==> config.mk <==
export PLATFORM = sky130hd
export DESIGN_NAME = pmode_ctrl
export DESIGN_NICKNAME = d
export VERILOG_FILES = /design/src/rtl/pmode_pkg.sv /design/src/rtl/pmode_store.sv /design/src/rtl/pmode_gate.sv /design/src/rtl/pmode_rdmux.sv /design/src/rtl/pmode_ctrl.sv
export SDC_FILE = /design/constraint.sdc
export NUM_CORES = 1
export LEC_CHECK = 0
export ABC_AREA = 1
export CORE_MARGIN = 3
export CORE_UTILIZATION = 29
export DETAILED_ROUTE_END_ITERATION = 6
export DONT_BUFFER_PORTS = 1
export PLACE_DENSITY = 0.52
export SLEW_MARGIN = 15
export SYNTH_ARGS = -nofsm -noshare
export SYNTH_HDL_FRONTEND = slang
export SYNTH_SLANG_ARGS = --single-unit
==> constraint.sdc <==
create_clock -name clk -period 0.8 [get_ports clk]
set_input_delay 0.16 -clock clk [delete_from_list [all_inputs] [get_ports clk]]
set_output_delay 0.16 -clock clk [all_outputs]
set_load 0.01 [all_outputs]
==> src/rtl/pmode_pkg.sv <==
package pmode_pkg;
  localparam int DATA_W = 8;
  localparam int B_BAUD = 7;
  localparam int B_FSEL = 6;
  localparam int B_GF1  = 3;
  localparam int B_GF0  = 2;
  localparam int B_PD   = 1;
  localparam int B_IDL  = 0;
  localparam logic [DATA_W-1:0] WR_MASK   = 8'hCF;
  localparam logic [DATA_W-1:0] MODE_MASK = 8'h03;

  function automatic logic [DATA_W-1:0] keep_live(input logic [DATA_W-1:0] d);
    return d & WR_MASK;
  endfunction

  function automatic logic [DATA_W-1:0] drop_modes(input logic [DATA_W-1:0] d);
    return d & ~MODE_MASK;
  endfunction

  function automatic logic cpu_runs(input logic pd, input logic idl);
    return !(pd || idl);
  endfunction

  function automatic logic periph_runs(input logic pd);
    return !pd;
  endfunction
endpackage

==> src/rtl/pmode_store.sv <==
module pmode_store
  import pmode_pkg::*;
#(
  parameter int ADDR_W = 8,
  parameter logic [ADDR_W-1:0] REG_ADDR = 8'h87
) (
  input  logic              clk,
  input  logic              rst_pin,
  input  logic [ADDR_W-1:0] addr,
  input  logic              wr,
  input  logic [DATA_W-1:0] wdata,
  input  logic              wake,
  output logic              wr_hit,
  output logic [DATA_W-1:0] reg_q
);
  logic [DATA_W-1:0] reg_d;

  assign wr_hit = wr && (addr == REG_ADDR);

  always_comb begin
    reg_d = reg_q;
    if (wr_hit) reg_d = keep_live(wdata);
    if (wake)   reg_d = drop_modes(reg_d);
  end

  always_ff @(posedge clk or posedge rst_pin) begin
    if (rst_pin) reg_q <= '0;
    else         reg_q <= reg_d;
  end
endmodule

==> src/rtl/pmode_gate.sv <==
module pmode_gate
  import pmode_pkg::*;
(
  input  logic pd,
  input  logic idl,
  output logic cpu_en,
  output logic periph_en,
  output logic osc_en
);
  assign cpu_en    = cpu_runs(pd, idl);
  assign periph_en = periph_runs(pd);
  assign osc_en    = periph_runs(pd);
endmodule

==> src/rtl/pmode_rdmux.sv <==
module pmode_rdmux
  import pmode_pkg::*;
#(
  parameter int ADDR_W = 8,
  parameter logic [ADDR_W-1:0] REG_ADDR = 8'h87
) (
  input  logic [ADDR_W-1:0] addr,
  input  logic [DATA_W-1:0] reg_q,
  output logic [DATA_W-1:0] rdata
);
  assign rdata = (addr == REG_ADDR) ? reg_q : '0;
endmodule

==> src/rtl/pmode_ctrl.sv <==
module pmode_ctrl
  import pmode_pkg::*;
#(
  parameter int ADDR_W = 8,
  parameter logic [ADDR_W-1:0] REG_ADDR = 8'h87
) (
  input  logic              clk,
  input  logic              rst_pin,
  input  logic [ADDR_W-1:0] sfr_addr,
  input  logic              sfr_wr,
  input  logic [DATA_W-1:0] sfr_wdata,
  output logic [DATA_W-1:0] sfr_rdata,
  input  logic              irq_wake,
  output logic              baud_dbl,
  output logic              fe_sel,
  output logic              cpu_clk_en,
  output logic              periph_clk_en,
  output logic              osc_en
);
  logic [DATA_W-1:0] reg_q;
  logic              wr_hit;
  logic              pd_q;
  logic              idl_q;

  pmode_store #(.ADDR_W(ADDR_W), .REG_ADDR(REG_ADDR)) u_store (
    .clk(clk), .rst_pin(rst_pin), .addr(sfr_addr), .wr(sfr_wr),
    .wdata(sfr_wdata), .wake(irq_wake), .wr_hit(wr_hit), .reg_q(reg_q)
  );

  assign pd_q  = reg_q[B_PD];
  assign idl_q = reg_q[B_IDL];

  pmode_gate u_gate (
    .pd(pd_q), .idl(idl_q), .cpu_en(cpu_clk_en),
    .periph_en(periph_clk_en), .osc_en(osc_en)
  );

  pmode_rdmux #(.ADDR_W(ADDR_W), .REG_ADDR(REG_ADDR)) u_rd (
    .addr(sfr_addr), .reg_q(reg_q), .rdata(sfr_rdata)
  );

  assign baud_dbl = reg_q[B_BAUD];
  assign fe_sel   = reg_q[B_FSEL];
endmodule

### Word level (Yosys, flattened, before mapping)

Index checks and enable logic that the tools add are counted.

| storage, ports and cells | value |
|---|---|
| output and inout bits | 13 |
| bits of input ports | 20 |
| register bits | 8 |
| word-level logic and storage cells | 11 |

| cells by class | value |
|---|---|
| multiplexer cells | 3 |
| reductions and logical operators | 5 |
| eq/ne operators | 1 |

Operators by type and width:

| cell | number |
|---|---|
| 8-bit two-way mux | 2 |
| 8-bit == test, second input constant | 1 |
| 1-bit zero test | 2 |
| 2-bit two-way mux | 1 |
| 2-bit nonzero test | 1 |
| 1-bit logical AND | 1 |
| 1-bit logical OR | 1 |

### Logic depth before layout (Yosys ltp)

| depth | value |
|---|---|
| depth after elaboration | 4 |
| depth in mapped cells | 6 |
| gate-level depth less buffers | 6 |

### Modules after synthesis

Synthesis repeated with hierarchy kept, for this count alone.

| second synthesis, totals | value |
|---|---|
| cell total of the unflattened synthesis | 78 |
| area, all modules | 475.5 um2 |

By module, submodules not included:

| module | instances | area an instance (um2) | cells an instance | seq. area each (um2) |
|---|---|---|---|---|
| pmode_store | 1 | 354.1 | 48 | 150.1 |
| pmode_rdmux | 1 | 106.4 | 27 | 0.0 |
| pmode_gate | 1 | 15.0 | 3 | 0.0 |

### Least setup slack after synthesis

OpenSTA, ideal clock, no wires.

| timing path | value |
|---|---|
| path type | input port to output port |
| start | input port sfr_addr[2] |
| end | output port sfr_rdata[0] |
| stages | 4 |
| path slack | -0.013 ns |
| arrival time | 0.653 ns |
| required time | 0.640 ns |
| buffers on the path | 0 |
| path through | inv_1 nor2_2 nand4_2 nor2_1 |

| between the ends | value |
|---|---|
| word-level cells in the longest chain between the ends | 2 |

RTL lines:

| item | line | RTL |
|---|---|---|
| start: declaration | pmode_ctrl.sv:9 | `input logic [ADDR_W-1:0] sfr_addr,` |
| 8-bit == test | pmode_rdmux.sv:11 | `assign rdata = (addr == REG_ADDR) ? reg_q : '0;` |
| 8-bit two-way mux | pmode_rdmux.sv:11 |  |
| end: declaration | pmode_ctrl.sv:12 | `output logic [DATA_W-1:0] sfr_rdata,` |

Every way passes these cells.

### Worst setup path after layout

| timing path | value |
|---|---|
| start | register u_store.reg_q[1] |
| end | output port osc_en |

| between the ends | value |
|---|---|
| word-level cells in the longest chain between the ends | 1 |

RTL lines:

| item | line | RTL |
|---|---|---|
| start: declaration | pmode_store.sv:14 | `output logic [DATA_W-1:0] reg_q` |
| start signal: assignment | pmode_store.sv:28 | `else reg_q <= reg_d;` |
| 1-bit zero test | pmode_pkg.sv:25 | `return !pd;` |
| end: declaration | pmode_ctrl.sv:18 | `output logic osc_en` |

Every way passes these cells.

==> parameters.txt <==
Parameter                              Value

Die
  Die extent in x ... roughly 44 µm
  Y dimension of the die ... 44.4 µm
  Ports ... 33
  Placeable Area ... 1330 µm²
  Initial Utilization ... 0.320
  Total die area ... 1970 µm²
  Row count ... 13

Layout
  Number of flip-flops under the largest register name ... 6
  Area used by sequential logic in the layout ... 150 µm²
  Area added between synthesis and finish ... 37.5%
  Registers with the most flip-flops ... u_store.reg_q (6)
  Area occupied by multi-input gates ... 258 µm²
  Final Cell Area ... a little under 600 µm²
  Antenna diodes ... 0
  Number of fillers in the final layout ... 148
  Final core utilization ... 0.440
  Fraction of layout cells with a size suffix above 1 ... 0.419
  Biggest register ... u_store.reg_q
  Nets ... 96

Yosys
  Register area share after synthesis ... 0.352
  Fraction of synthesized cell area taken by the top area cell type ... 0.352
  Biggest area consumer among synthesized cells ... dfrtp_1
  Cell count after synthesis ... 64
  Avg Synthesized Cell Area ... 6.67 µm²
  Area of the mapped netlist ... between 400 and 500 µm²
  Async SR Flop Fraction ... 1.00
  Cell variety after synth ... 13
  Predominant post-synthesis flop cell ... dfrtp_1
  Synth warn ... 0
  Top post-synthesis cells by area ... dfrtp_1 35%, inv_1 12%, nand2_1 12%
  Number of synthesized flops with an enable pin ... 0
  Top cells by count, synth ... 14 x inv_1, 14 x nand2_1, 9 x nor2_1
  Flop and latch count out of synthesis ... 6

Placed design
  Quantity of I/O buffers inserted on ports ... 0
  Final weighted congestion in routability-driven placement ... 0.667
  Half-perimeter wire length after placement ... 751 µm
  Post-detailed-placement cell area ... around 460 µm²

Worst setup path
  Slowest cell delay on critical path ... about 0.4 ns
  Required arrival time at the worst endpoint ... 0.64 ns
  List of cells traversed by the critical path ... inv_2 > buf_6
  Largest delay contributor family on the critical path ... flip-flops
  Worst Setup End Kind ... output port
  Buffers plus inverters on the worst setup path ... 2
  Critical path type ... register to output port
  Arr. time, crit path ... between 0.8 and 0.9 ns
  Crit path launch type ... register
  Critical path peak fanout ... 3
  Slowest cell on the critical path ... dfrtp_1

Detailed routing
  Length of the first detailed-routing pass in iterations ... 2
  DRC errors left ... 0
  Number of antenna-violating nets in the routed design ... 0
  Routed wirelength normalized by instance count ... 10.8 µm
  Via count ... between 300 and 400
  WL final ... 965 µm
  Iteration-0 DRC Markers ... 3
  Per-cell via count in the routed design ... 4.45

Global route
  Via count of the first global-routing pass ... 349
  Global route total overflow ... 0
  Combined global-route utilization of all metal layers ... 0.108
  Maximum number of pins on one net before global-route repair ... 8
  Antenna violations before repair ... 0
  Global-route wire length before repair ... 1530 µm

Clock network
  Later-pin clock latency in the skew report ... 0.24 ns
  Number of clock sinks ... 6
  Clock transition time at the flip-flop clock pins of the worst setup and hold paths ... 0.04 ns
  Maximum level of the CTS H-tree ... 1
  CTS tree ... yes
  Root Buffer ... clkbuf_4
  Maximum count of clock buffers along a single path ... 2
  Total clock buffers created by CTS ... 3

Hold path
  Worst hold path class ... primary input to register

Flow run
  Number of max-capacitance violations reported ... 0

Run status
  Status ... finished with violations
  Failing checks ... setup timing

Pwr
  Static Leakage ... a little under 0.3 nW
  Overall power consumption ... 0.000695 W
  Pwr per Cell Area ... 1180 nW/µm²
  Total internal power ... 0.000529 W
  Power share of the sequential group ... 0.464
  Part of the total power dissipated in combinational logic ... 0.148
  Clk network pwr share ... 0.388
  Worst voltage drop across the vdd grid ... 0.635 mV
  Sw Share ... 0.238
  Switch Pwr ... 0.000165 W

Timing
  Total Negative Setup Slacks ... -1.71 ns
  Setup repair after global routing missed its margin ... yes
  Final critical path time including I/O delays and setup ... 1.02 ns
  Final Skew ... 0 ns
  Crit path setup slack, layout ... -0.219 ns
  Final-report setup violation count ... 11
  Top achievable clock speed ... 981 MHz
  Hold Worst Slack ... 0.0606 ns
  Final count of pins violating max slew ... 0
  Total count of hold-check failures in the final report ... 0
  Final cycle utilization of the critical path ... 1.27
==> per-layer routing <==
metal  vias up  global-route usage  wire length (µm)
met5         -                   0                 0
met4         0              0.0723                 0
met3         0              0.0407                96
met2        16               0.151               480
met1       172               0.135               388
li1        208                   -                 -
==> worst paths after layout <==
kind | start | to | depth (start not counted) | slack (ns)
worst max register to register | u_store.reg_q[0]$_DFFE_PP0P_ | u_store.reg_q[0]$_DFFE_PP0P_ | 3 | 0.03
worst max-delay path | u_store.reg_q[1]$_DFFE_PP0P_ | osc_en | 2 | -0.22
min in group asynchronous | rst_pin | u_store.reg_q[1]$_DFFE_PP0P_ | 2 | 0.28
worst min register to register | u_store.reg_q[3]$_DFFE_PP0P_ | u_store.reg_q[3]$_DFFE_PP0P_ | 2 | 0.51
max in group asynchronous | rst_pin | u_store.reg_q[7]$_DFFE_PP0P_ | 2 | 0.33
worst min-delay path | sfr_wdata[6] | u_store.reg_q[6]$_DFFE_PP0P_ | 2 | 0.06
==> through the flow <==
| step | std cells | setup WS [ns] |
|---|---|---|
| final | 89 | -0.219 |
| after floorplan | 65 | -0.0126 |
| after global routing | 89 | -0.263 |
| after CTS | 86 | -0.219 |
| after global placement | 82 | -0.129 |
| after detailed placement | 82 | -0.139 |
==> power by group through the flow <==
stage / combinational, W / sequential (W) / clock (W)
final: 0.000103 / 0.000322 / 0.000270
after CTS: 0.0000891 / 0.000321 / 0.000286
after detailed placement: 0.0000764 / 0.000325 / 0
after global placement: 0.0000752 / 0.000325 / 0
after global routing: 0.000114 / 0.000323 / 0.000308
after floorplan: 0.0000598 / 0.000326 / 0
==> cells in the final DEF (no fill, tap or decap), types with 3 or more instances in the layout <==
cell type  synthesis  final
buf_4              3      5
buf_6              0      3
clkbuf_4           0      3
dfrtp_1            6      6
inv_1             14      9
inv_2              1      6
nand2_1           14     14
nand3_1            7      7
nor2_2             2      3
nor2_4             2      8
==> cells by family (layout without fill, tap and decap cells) <==
| group | after synthesis | in the layout | synth area share |
|---|---|---|---|
| buffers and inverters | 18 | 27 | 0.185 |
| AND/OR/NAND/NOR | 39 | 39 | 0.455 |
| flip-flops | 6 | 6 | 0.352 |
| other | 1 | 2 | 0.00879 |
==> cell type report <==
| type | instances | share of cell area |
|---|---|---|
| well taps | 15 | 0.0320 |
| inverters | 15 | 0.0959 |
| multi-input cells | 41 | 0.439 |
| flip-flops and latches | 6 | 0.256 |
| clock buffers | 3 | 0.0384 |
| repair buffers | 9 | 0.139 |
==> what timing repair did <==
action,CTS,global route
pin swaps,6,4
hold buffers,1,0
gates resized for setup,12,10
buffers inserted,0,3
setup endpoints to repair,11,11
cloned,0,0
hold endpoints to repair,6,0
No activity file was read; power rests on OpenSTA's default activity.
